<file path="src/rtl/rxw_pkg.sv">
package rxw_pkg;

    typedef enum logic [2:0] {
        ST_IDLE,
        ST_TAKE,
        ST_SKIP,
        ST_PAD,
        ST_HEAD,
        ST_DONE
    } rxw_state_e;

    // status byte bits written to the frame header
    localparam logic [7:0] STAT_OK  = 8'h01;
    localparam logic [7:0] STAT_GRP = 8'h20;

endpackage

</file>
<file path="src/rtl/rxw_addr_filter.sv">
module rxw_addr_filter #(
    parameter int MAC_N = 6
) (
    input  logic               clk,
    input  logic               rst_n,
    input  logic               byte_en,
    input  logic               first,
    input  logic [2:0]         idx,
    input  logic [7:0]         byte_in,
    input  logic [8*MAC_N-1:0] station,
    input  logic               take_all,
    input  logic               take_bcast,
    input  logic               take_mcast,
    output logic               accept,
    output logic               grp_bit
);

    logic       bc_q, uc_q, grp_q;
    logic [7:0] stn_byte;
    logic       eff_bc, eff_uc, eff_grp;

    // pick the station byte that lines up with the current position
    always_comb begin
        stn_byte = 8'h00;
        for (int i = 0; i < MAC_N; i++) begin
            if (idx == 3'(i)) stn_byte = station[8*(MAC_N-1-i) +: 8];
        end
    end

    assign eff_bc  = (first | bc_q) & (byte_in == 8'hFF);
    assign eff_uc  = (first | uc_q) & (byte_in == stn_byte);
    assign eff_grp = first ? byte_in[0] : grp_q;

    // broadcast is tested before the group bit, which it also carries
    assign accept  = take_all | (eff_bc ? take_bcast : (eff_grp ? take_mcast : eff_uc));
    assign grp_bit = grp_q;

    always_ff @(posedge clk or negedge rst_n) begin
        if (!rst_n) begin
            bc_q  <= 1'b0;
            uc_q  <= 1'b0;
            grp_q <= 1'b0;
        end else if (byte_en) begin
            bc_q  <= eff_bc;
            uc_q  <= eff_uc;
            grp_q <= eff_grp;
        end
    end

endmodule

</file>
<file path="src/rtl/rxw_space_check.sv">
module rxw_space_check #(
    parameter int PG_W  = 8,
    parameter int NEED  = 1518
) (
    input  logic [PG_W-1:0] first_pg,
    input  logic [PG_W-1:0] stop_pg,
    input  logic [PG_W-1:0] bnd_pg,
    input  logic [PG_W-1:0] cur_pg,
    output logic            room_ok
);

    localparam int SW = PG_W + 10;

    logic signed [SW-1:0] span_pg, free_pg, free_bytes;

    always_comb begin
        span_pg = SW'(stop_pg) - SW'(first_pg);
        if (cur_pg < bnd_pg) free_pg = SW'(bnd_pg) - SW'(cur_pg);
        else                 free_pg = span_pg - (SW'(cur_pg) - SW'(bnd_pg));
        free_bytes = free_pg <<< 8;
        room_ok    = (free_bytes >= $signed(SW'(NEED)));
    end

endmodule

</file>
<file path="src/rtl/rxw_page_calc.sv">
module rxw_page_calc #(
    parameter int PG_W  = 8,
    parameter int LEN_W = 16
) (
    input  logic [PG_W-1:0]  base_pg,
    input  logic [LEN_W-1:0] frm_len,
    input  logic [PG_W-1:0]  first_pg,
    input  logic [PG_W-1:0]  stop_pg,
    output logic [PG_W-1:0]  next_pg
);

    localparam int CW = (PG_W > LEN_W ? PG_W : LEN_W) + 2;

    logic [CW-1:0] used_pg, raw_pg;

    always_comb begin
        // header plus trailing check space, rounded up to whole pages
        used_pg = (CW'(frm_len) + CW'(8) + CW'(255)) >> 8;
        raw_pg  = CW'(base_pg) + used_pg;
        if (raw_pg >= CW'(stop_pg)) raw_pg = raw_pg - (CW'(stop_pg) - CW'(first_pg));
        next_pg = raw_pg[PG_W-1:0];
    end

endmodule

</file>
<file path="src/rtl/rxw_ring_writer.sv">
module rxw_ring_writer
    import rxw_pkg::*;
#(
    parameter int PG_W    = 8,
    parameter int MAX_FRM = 1514,
    parameter int MIN_FRM = 60
) (
    input  logic            clk,
    input  logic            rst_n,
    input  logic            take_all,
    input  logic            take_bcast,
    input  logic            take_mcast,
    input  logic [47:0]     station_mac,
    input  logic [PG_W-1:0] ring_first_pg,
    input  logic [PG_W-1:0] ring_stop_pg,
    input  logic [PG_W-1:0] bnd_pg,
    input  logic [PG_W-1:0] cur_pg,
    input  logic            halt,
    input  logic            s_valid,
    input  logic [7:0]      s_data,
    input  logic            s_last,
    output logic            s_ready,
    output logic            mem_we,
    output logic [PG_W+7:0] mem_addr,
    output logic [7:0]      mem_wdata,
    output logic            cur_pg_upd,
    output logic [PG_W-1:0] cur_pg_new,
    output logic [7:0]      rx_status,
    output logic            rx_irq
);

    localparam int ADDR_W = PG_W + 8;
    localparam int LEN_W  = 16;
    localparam int HDR_N  = 4;
    localparam int MAC_N  = 6;
    localparam int NEED   = MAX_FRM + HDR_N;

    rxw_state_e state_q, state_d;

    logic [LEN_W-1:0]  len_q, len_inc, len_hdr;
    logic [ADDR_W-1:0] wr_addr_q, first_addr;
    logic [PG_W-1:0]   base_pg_q, nxt_pg;
    logic [1:0]        hdr_idx_q;
    logic [7:0]        status_q;
    logic              beat, room_ok, gated;
    logic              flt_en, flt_first, flt_accept, flt_grp;
    logic [2:0]        flt_idx;
    logic              in_idle;

    function automatic logic [ADDR_W-1:0] ring_step(input logic [ADDR_W-1:0] a,
                                                    input logic [PG_W-1:0]   f_pg,
                                                    input logic [PG_W-1:0]   s_pg);
        logic [ADDR_W-1:0] n;
        n = a + ADDR_W'(1);
        if (n == {s_pg, 8'h00}) n = {f_pg, 8'h00};
        return n;
    endfunction

    assign beat       = s_valid & s_ready;
    assign gated      = halt | ~room_ok;
    assign len_inc    = len_q + LEN_W'(1);
    assign len_hdr    = len_q + LEN_W'(HDR_N);
    assign first_addr = {cur_pg, 8'(HDR_N)};
    assign in_idle    = (state_q == ST_IDLE);

    assign flt_first = in_idle;
    assign flt_idx   = in_idle ? 3'd0 : len_q[2:0];
    assign flt_en    = beat & ((in_idle & ~gated) |
                               ((state_q == ST_TAKE) && (len_q < LEN_W'(MAC_N))));

    rxw_addr_filter #(.MAC_N(MAC_N)) u_filter (
        .clk        (clk),
        .rst_n      (rst_n),
        .byte_en    (flt_en),
        .first      (flt_first),
        .idx        (flt_idx),
        .byte_in    (s_data),
        .station    (station_mac),
        .take_all   (take_all),
        .take_bcast (take_bcast),
        .take_mcast (take_mcast),
        .accept     (flt_accept),
        .grp_bit    (flt_grp)
    );

    rxw_space_check #(.PG_W(PG_W), .NEED(NEED)) u_space (
        .first_pg (ring_first_pg),
        .stop_pg  (ring_stop_pg),
        .bnd_pg   (bnd_pg),
        .cur_pg   (cur_pg),
        .room_ok  (room_ok)
    );

    rxw_page_calc #(.PG_W(PG_W), .LEN_W(LEN_W)) u_pages (
        .base_pg  (base_pg_q),
        .frm_len  (len_q),
        .first_pg (ring_first_pg),
        .stop_pg  (ring_stop_pg),
        .next_pg  (nxt_pg)
    );

    // next-state decision
    always_comb begin
        state_d = state_q;
        unique case (state_q)
            ST_IDLE: begin
                if (beat) begin
                    if (gated)         state_d = s_last ? ST_IDLE : ST_SKIP;
                    else if (!s_last)  state_d = ST_TAKE;
                    else if (take_all) state_d = ST_PAD;
                    else               state_d = ST_IDLE;
                end
            end
            ST_TAKE: begin
                if (beat) begin
                    if ((len_q == LEN_W'(MAC_N - 1)) && !flt_accept)
                        state_d = s_last ? ST_IDLE : ST_SKIP;
                    else if (s_last) begin
                        if ((len_inc < LEN_W'(MAC_N)) && !take_all) state_d = ST_IDLE;
                        else if (len_inc < LEN_W'(MIN_FRM))         state_d = ST_PAD;
                        else                                        state_d = ST_HEAD;
                    end
                end
            end
            ST_SKIP: begin
                if (beat && s_last) state_d = ST_IDLE;
            end
            ST_PAD: begin
                if (len_q == LEN_W'(MIN_FRM - 1)) state_d = ST_HEAD;
            end
            ST_HEAD: begin
                if (hdr_idx_q == 2'd3) state_d = ST_DONE;
            end
            ST_DONE: state_d = ST_IDLE;
            default: state_d = ST_IDLE;
        endcase
    end

    // state register
    always_ff @(posedge clk or negedge rst_n) begin
        if (!rst_n) state_q <= ST_IDLE;
        else        state_q <= state_d;
    end

    // frame datapath registers
    always_ff @(posedge clk or negedge rst_n) begin
        if (!rst_n) begin
            len_q     <= '0;
            wr_addr_q <= '0;
            base_pg_q <= '0;
            hdr_idx_q <= '0;
            status_q  <= '0;
        end else begin
            unique case (state_q)
                ST_IDLE: begin
                    if (beat && !gated) begin
                        len_q     <= LEN_W'(1);
                        base_pg_q <= cur_pg;
                        wr_addr_q <= ring_step(first_addr, ring_first_pg, ring_stop_pg);
                    end
                end
                ST_TAKE: begin
                    if (beat) begin
                        len_q     <= len_inc;
                        wr_addr_q <= ring_step(wr_addr_q, ring_first_pg, ring_stop_pg);
                    end
                end
                ST_PAD: begin
                    len_q     <= len_inc;
                    wr_addr_q <= ring_step(wr_addr_q, ring_first_pg, ring_stop_pg);
                end
                ST_HEAD: hdr_idx_q <= hdr_idx_q + 2'd1;
                default: ;
            endcase
            if ((state_d == ST_HEAD) && (state_q != ST_HEAD)) begin
                hdr_idx_q <= 2'd0;
                status_q  <= STAT_OK | (flt_grp ? STAT_GRP : 8'h00);
            end
            // the group bit of a one-byte frame is registered in the same beat
            if (in_idle && (state_d == ST_PAD)) begin
                status_q <= STAT_OK | (s_data[0] ? STAT_GRP : 8'h00);
            end
        end
    end

    // outputs
    always_comb begin
        s_ready    = 1'b0;
        mem_we     = 1'b0;
        mem_addr   = wr_addr_q;
        mem_wdata  = 8'h00;
        cur_pg_upd = 1'b0;
        rx_irq     = 1'b0;
        unique case (state_q)
            ST_IDLE: begin
                s_ready   = 1'b1;
                mem_we    = beat & ~gated;
                mem_addr  = first_addr;
                mem_wdata = s_data;
            end
            ST_TAKE: begin
                s_ready   = 1'b1;
                mem_we    = beat;
                mem_wdata = s_data;
            end
            ST_SKIP: s_ready = 1'b1;
            ST_PAD:  mem_we  = 1'b1;
            ST_HEAD: begin
                mem_we   = 1'b1;
                mem_addr = {base_pg_q, 6'd0, hdr_idx_q};
                unique case (hdr_idx_q)
                    2'd0: mem_wdata = status_q;
                    2'd1: mem_wdata = 8'(nxt_pg);
                    2'd2: mem_wdata = len_hdr[7:0];
                    2'd3: mem_wdata = len_hdr[15:8];
                    default: mem_wdata = 8'h00;
                endcase
            end
            ST_DONE: begin
                cur_pg_upd = 1'b1;
                rx_irq     = 1'b1;
            end
            default: ;
        endcase
    end

    assign cur_pg_new = nxt_pg;
    assign rx_status  = status_q;

endmodule

</file>
<file path="config.mk">
export PLATFORM = sky130hd
export DESIGN_NAME = rxw_ring_writer
export DESIGN_NICKNAME = d
export VERILOG_FILES = /design/src/rtl/rxw_pkg.sv /design/src/rtl/rxw_addr_filter.sv /design/src/rtl/rxw_space_check.sv /design/src/rtl/rxw_page_calc.sv /design/src/rtl/rxw_ring_writer.sv
export SDC_FILE = /design/constraint.sdc
export NUM_CORES = 1
export LEC_CHECK = 0
export ABC_CLOCK_PERIOD_IN_PS = 5400
export CORE_MARGIN = 4
export CORE_UTILIZATION = 50
export DETAILED_ROUTE_END_ITERATION = 7
export GPL_TIMING_DRIVEN = 0
export PLACE_DENSITY = 0.87
export SLEW_MARGIN = 20
export SYNTH_ARGS = -nofsm -noshare
export SYNTH_HDL_FRONTEND = slang
export SYNTH_SLANG_ARGS = --single-unit
</file>
<file path="constraint.sdc">
create_clock -name clk -period 5.4 [get_ports clk]
set_input_delay 1.08 -clock clk [delete_from_list [all_inputs] [get_ports clk]]
set_output_delay 1.08 -clock clk [all_outputs]
set_load 0.1 [all_outputs]
</file>
==> flow_summary_export.csv, run 1 <==
group,metric,value,unit
synth,async_flop_share,100,%
sta,rsz0062_at_grt,"yes",
synth,synth_edf_count,0,
sta,whs,516,ps
sta,worst_pin_slew,988,ps
die,dieWidth,132,µm
sta,finClkSkew,7.90,ps
sta,period_needed,6220,ps
die,core-area,0.0148,mm²
setup_path,critPathArrivalTime,5140,ps
global_route,grt_pass1_vias,8105,
cts,cts_root_buf,"clkbuf_16",
setup_path,rr_startpoint,"len_q[3]",
final_layout,area.growth.synth_to_final,38.7,%
route,drtAntennaViolNets,0,
sta,fmax,161,MHz
route,wirelength,26900,µm
power,p_leak,0.00463,µW
outcome,status,"finished, violations left",
final_layout,diodes,0,
placed_design,gp_congestion,0.962,
synth,synth_area,0.00763,mm²
die,rows,44,
die,initial_core_util,51.7,%
die,die_h,132,µm
final_layout,final_nets,1339,
synth,yosysSeqAreaShare,16.4,%
die,io-pin-count,140,
synth,ys_warn_count,0,
cts,cts_buffers,5,
setup_path,cp_max_fo,8,
cts,clock_sinks,50,
final_layout,final_cell_mix,"clkdlybuf4s50_1 (101), nand2_1 (86), nor2_1 (67), inv_1 (60), o21ai_0 (58)",
sta,finalCritPeriodShare,115,%
flow_run,cap_violations,0,
setup_path,cp_cell_sequence,"buf_6 -> or2_4 -> o21ai_4 -> nand3_2 -> o31a_1 -> o221ai_2 -> xor2_2 -> buf_4 -> fa_2 -> ha_4 -> a21o_1 -> a21o_1 -> a21o_1 -> a21o_1 -> a21oi_2 -> o21bai_2 -> a211oi_4 -> buf_6 -> nand2_8 -> mux2_4 -> a31o_4 -> buf_12",
route,wl_per_cell,19.8,µm
setup_path,worstSetupEndpointType,"output port",
power,max-vdd-ir-drop,611,µV
sta,finalMaxSlewViolations,0,
route,dr.pass1.iters,6,
cts,clkLatencyLatePin,300,ps
setup_path,ff2ff_path_depth,13,
setup_path,path_delay_family,"compound AO/OA/AOI/OAI gates",
power,p_per_area,568,mW/mm²
synth,avgSynthCellArea,7.76,µm²
setup_path,critPathMaxStageDelay,610,ps
route,vias_per_cell,6.28,
setup_path,crit_top_cell,"a21o_1",
final_layout,drive_above_1_share,20.2,%
final_layout,layout_commonest_cell,"clkdlybuf4s50_1",
sta,setup_violations,17,
global_route,grt_first_pass_wirelength,42100,µm
setup_path,worst_setup_path_start_kind,"flip-flop",
sta,hold_viol,0,
synth,synthCells,983,
outcome,violations,"setup timing",
final_layout,final_util,71.7,%
global_route,grt_usage,29.1,%
route,remaining_drc_errors,0,
cts,htree_num_levels,2,
die,dieArea,0.0173,mm²
sta,layout_setup_ws,-818,ps
setup_path,setup.worst_path.class,"reg2out",
cts,clkTransAtPathRegs,70,ps
setup_path,cp_num_buf_inv,4,
setup_path,startpoint,"len_q[0]",
setup_path,r2r_slack,1280,ps
global_route,grt_max_degree,51,
sta,slew_headroom,33.9,%
placed_design,io_buffers,133,
setup_path,worstPathRequired,4320,ps
setup_path,crit_cells,22,
setup_path,critPathSlowestCell,"fa_2",
global_route,grt_overflow_total,0,
sta,fin_tns_setup,-11610,ps
hold_path,hold_class,"reg2reg",
route,vias,8517,
global_route,antenna_found_initial,0,
cts,clockBufferDepth,2,
synth,ys_seq_elements,50,
route,drt_iter0_drc,878,
synth,ys.flop_type,"dfrtp_1",
placed_design,hpwl,19900,µm
setup_path,crit_end,"mem_wdata[2]",
setup_path,r2r-end,"rx_status[5]",
synth,ys_types,94,
cts,tritoncts,"built",
==> timing repair <==
item	CTS	global route
setup buffers	32	15
hold endpoints to repair	0	0
setup endpoints to repair	41	29
gates resized for setup	200	48
pin swaps	43	24
hold buffers	0	0
==> registers in the layout, indices dropped and copies added (netlist names) <==
signal and flops:
state_q 3, rx_status 2, len_q 16, u_filter.uc_q 1, u_filter.grp_bit 1, u_filter.bc_q 1
base_pg_q 8, wr_addr_q 16, hdr_idx_q 2
==> routing by layer <==
metal,global-route usage (%),vias to the layer above,wire length [µm]
li1,-,3889,-
met1,39.2,4022,10900
met2,48.0,515,12600
met3,4.47,91,2430
met4,9.63,0,888
met5,0,-,0
==> worst min-delay path by stage <==
stage	from	endpoint	slack [ps]	cells after the start
after floorplan	u_filter.uc_q	u_filter.uc_q	470	2
after global placement	u_filter.uc_q	u_filter.uc_q	490	2
after detailed placement	u_filter.uc_q	u_filter.uc_q	500	2
after CTS	u_filter.uc_q	u_filter.uc_q	510	2
after global routing	u_filter.bc_q	u_filter.bc_q	550	1
final	u_filter.bc_q	u_filter.bc_q	520	1
==> report_power, final <==
| group | total, µW | switching (µW) | internal (µW) |
|---|---|---|---|
| registers | 687 | 182 | 505 |
| clock network | 388 | 155 | 234 |
| logic | 4940 | 3030 | 1910 |
==> stage by stage <==
| step | instances | total power [µW] | setup slack, ps | instance area (µm²) |
|---|---|---|---|---|
| 4_1_cts | 1343 | 5730 | -688 | 10400 |
| 3_5_place_dp | 1305 | 4880 | -2140 | 9580 |
| 2_1_floorplan | 988 | 3900 | -617 | 8020 |
| 3_3_place_gp | 1305 | 4800 | -2060 | 9580 |
| 5_1_grt | 1357 | 6300 | -968 | 10600 |
| 6_report | 1357 | 6010 | -818 | 10600 |
==> synthesized netlist by cell type, types with 6 or more instances <==
library cell | number | share of area [%]
nor2_1 | 69 | 3.4
xor2_1 | 29 | 3.3
nand4_1 | 20 | 1.6
a31oi_1 | 8 | 0.66
a21oi_1 | 53 | 3.5
ha_1 | 65 | 11
nand3_1 | 20 | 1.3
a21o_1 | 20 | 2.0
o21a_1 | 7 | 0.69
mux2_2 | 12 | 1.8
o22a_1 | 12 | 1.4
a22oi_1 | 9 | 0.89
dfrtp_1 | 50 | 16
mux2_1 | 16 | 2.4
and3_1 | 8 | 0.66
or2_2 | 6 | 0.49
buf_4 | 11 | 1.1
mux2i_1 | 25 | 3.3
xnor2_1 | 56 | 6.4
nand2_1 | 88 | 4.3
and2_1 | 10 | 0.82
nand2b_1 | 15 | 1.2
o21ai_0 | 67 | 4.4
fa_1 | 6 | 1.6
inv_1 | 69 | 3.4
or3_1 | 14 | 1.1
o21ai_1 | 7 | 0.46
o21bai_1 | 7 | 0.69
buf_2 | 18 | 1.2
clkbuf_1 | 27 | 1.3
nor2b_1 | 15 | 1.2
nor3_1 | 21 | 1.4
a211oi_1 | 8 | 0.79
a22o_1 | 7 | 0.80
==> cell type report <==
class	instances	area (µm²)
plain buffers	58	328
clock buffers	6	139
clock inverters	2	38.8
fillers	1057	4170
inverters	71	298
multi-input cells	806	6440
flip-flops and latches	50	1250
well taps	184	230
repair buffers	180	1850
==> cell families after synthesis <==
logic type	synth area share (%)
AOI/OAI and AO/OA	23.9
xor gates and xnor gates	10.3
adders and majority gates	12.4
buffers and inverters	7.53
DFF	16.4
muxes	7.61
other	0.0492
and+or+nand+nor	21.8
==> worst register-to-register path, cell delays in order, from the launching register on <==
cell	delay, ps
dfrtp_2	470
buf_4	190
ha_1	310
nand4_1	220
nor3_1	450
nand3_1	170
xor2_1	210
nand4_1	130
or4_1	590
a41oi_1	260
nand4_1	130
mux2_4	300
a31oi_2	220
mux2_1	360
No activity file was read; power rests on OpenSTA's default activity.
==> run 2: changes to the inputs <==
--- a/config.mk
+++ b/config.mk
@@ -6,7 +6,6 @@
 export NUM_CORES = 1
 export LEC_CHECK = 0
 export ABC_CLOCK_PERIOD_IN_PS = 5400
-export CORE_MARGIN = 4
 export CORE_UTILIZATION = 50
 export DETAILED_ROUTE_END_ITERATION = 7
 export GPL_TIMING_DRIVEN = 0
==> run 2 against run 1 <==
  * The run ends with DRC, setup timing left
  * Hold slack better by 14 ps
  * Combinational power is 3% higher
  * Via count is 3.4% higher
  * Non-clock buffer count is 10 higher
  * Worst setup slack worse by 64 ps
  * Clock-buffer cell count is 1 lower
  * Flip-flop and latch count stayed put
  * Global-route usage is 5.3 points higher
  * Core utilization is 1.7 points higher
  * Clock power is 9.0% lower
  * Register-to-register slack worse by 190 ps
  * Sequential power is 0.7% lower
  * Highest routed layer unchanged
==> flow_summary_export.csv, run 2 (synthesis results as in run 1) <==
group,metric,value,unit
cts,clock_sinks,50,
setup_path,r2r-end,"rx_status[5]",
placed_design,hpwl,19400,µm
global_route,grt_first_pass_wirelength,43500,µm
sta,layout_setup_ws,-882,ps
route,remaining_drc_errors,10,
sta,fmax,159,MHz
flow_run,cap_violations,0,
hold_path,hold_class,"reg2reg",
sta,worst_pin_slew,987,ps
die,die_h,126,µm
setup_path,rr_startpoint,"len_q[3]",
global_route,grt_max_degree,51,
die,initial_core_util,51.9,%
sta,finalMaxSlewViolations,0,
final_layout,diodes,0,
cts,clkTransAtPathRegs,70,ps
final_layout,final_nets,1349,
setup_path,worstPathRequired,4320,ps
die,dieWidth,126,µm
cts,cts_root_buf,"clkbuf_16",
route,dr.pass1.iters,8,
final_layout,nFillCells,992,
power,max-vdd-ir-drop,600,µV
die,dieArea,0.0158,mm²
setup_path,crit_end,"mem_wdata[6]",
outcome,status,"finished, violations left",
power,total_power,6130,µW
power,p_leak,0.00466,µW
final_layout,drive_above_1_share,22.9,%
sta,hold_viol,0,
setup_path,r2r_slack,1090,ps
final_layout,final_cell_mix,"clkdlybuf4s50_1 (95), nand2_1 (86), nor2_1 (66), buf_4 (62), o21ai_0 (59)",
cts,tritoncts,"built",
route,drtAntennaViolNets,0,
cts,htree_num_levels,2,
final_layout,top_regs,"len_q x16, wr_addr_q x16, base_pg_q x8",
sta,rsz0062_at_grt,"yes",
sta,slew_headroom,34.0,%
hold_path,hold_depth,1,
setup_path,critPathArrivalTime,5200,ps
die,core-area,0.0147,mm²
cts,clkLatencyLatePin,310,ps
sta,period_needed,6280,ps
power,p_per_area,568,mW/mm²
route,wirelength,28100,µm
global_route,antenna_found_initial,0,
route,wl_per_cell,20.6,µm
setup_path,worstSetupEndpointType,"output port",
outcome,violations,"DRC, setup timing",
setup_path,ff2ff_path_depth,14,
sta,finalCritPeriodShare,116,%
setup_path,startpoint,"len_q[1]",
setup_path,cp_max_fo,8,
cts,cts_buffers,5,
cts,hold_buffers,0,
cts,clockBufferDepth,2,
placed_design,gp_congestion,0.940,
final_layout,layout_commonest_cell,"clkdlybuf4s50_1",
global_route,grt_usage,34.4,%
global_route,grt_pass1_vias,8399,
sta,setup_violations,17,
route,vias,8803,
die,rows,44,
route,drt_iter0_drc,1176,
final_layout,area.growth.synth_to_final,41.5,%
setup_path,setup.worst_path.class,"reg2out",
die,io-pin-count,140,
placed_design,io_buffers,133,
global_route,grt_overflow_total,0,
sta,fin_tns_setup,-13070,ps
sta,finClkSkew,13.9,ps
route,vias_per_cell,6.44,
setup_path,worst_setup_path_start_kind,"flip-flop",
sta,whs,530,ps
## run 2: timing repair
action / in CTS / in global routing
hold endpoints to repair: 0 / 0
setup buffers: 44 / 13
pin swaps: 50 / 37
endpoints found under the setup margin: 30 / 17
resized for setup: 272 / 42
## run 2: worst min-delay path by stage
stage	start	end
after floorplan	u_filter.uc_q	u_filter.uc_q
after global placement	u_filter.uc_q	u_filter.uc_q
after detailed placement	u_filter.uc_q	u_filter.uc_q
after CTS	u_filter.uc_q	u_filter.uc_q
after global routing	u_filter.bc_q	u_filter.bc_q
final	u_filter.bc_q	u_filter.bc_q
## run 2: area by class of cell
class / instances / area, µm² / share of cell area [%]
clock buffers: 5 / 125 / 1.16
clock inverters: 3 / 28.8 / 0.267
repair buffers: 189 / 1940 / 18.0
multi-input cells: 806 / 6580 / 61.0
flip-flops and latches: 50 / 1250 / 11.6
inverters: 71 / 298 / 2.76
well taps: 184 / 230 / 2.13
plain buffers: 59 / 335 / 3.11
## run 2: critical path, stage by stage (launching register included)
cell and delay [ps]:
dfrtp_1 400, buf_6 150, or2_4 270, o21ai_4 160, nand3_2 100, o31a_1 270, o221ai_2 280, xor2_2 270
ha_1 280, a21o_1 190, a21oi_4 240, xnor2_4 180, ha_1 280, a21o_1 170, a21o_1 180, a21oi_2 140
o21bai_2 90, a211oi_4 240, buf_6 170, nand2_8 80, mux2_4 350, a31o_4 250, buf_12 160
## run 2: stage by stage
stage / utilization, % / worst slack (ps) / instance area (µm²) / std cells
2_1_floorplan: - / -617 / 8020 / 988
4_1_cts: 71.7 / -748 / 10500 / 1354
5_1_grt: 73.4 / -1010 / 10800 / 1367
6_report: 73.4 / -882 / 10800 / 1367
3_3_place_gp: 65.2 / -1970 / 9580 / 1305
3_5_place_dp: 65.2 / -2060 / 9580 / 1305
## run 2: power breakdown
part | switching (µW) | internal, µW
clock | 174 | 179
sequential | 177 | 505
combinational | 3120 | 1970
total | 3470 | 2660
## run 2: routing by layer
layer | share of wire, % | routed length (µm) | track usage (%) | up-vias
met3 | 9.9 | 2780 | 4.66 | 147
met5 | 0 | 0 | 0 | -
met4 | 4.8 | 1350 | 14.5 | 0
li1 | - | - | - | 3911
met1 | 38 | 10800 | 44.9 | 4119
met2 | 47 | 13200 | 57.1 | 626
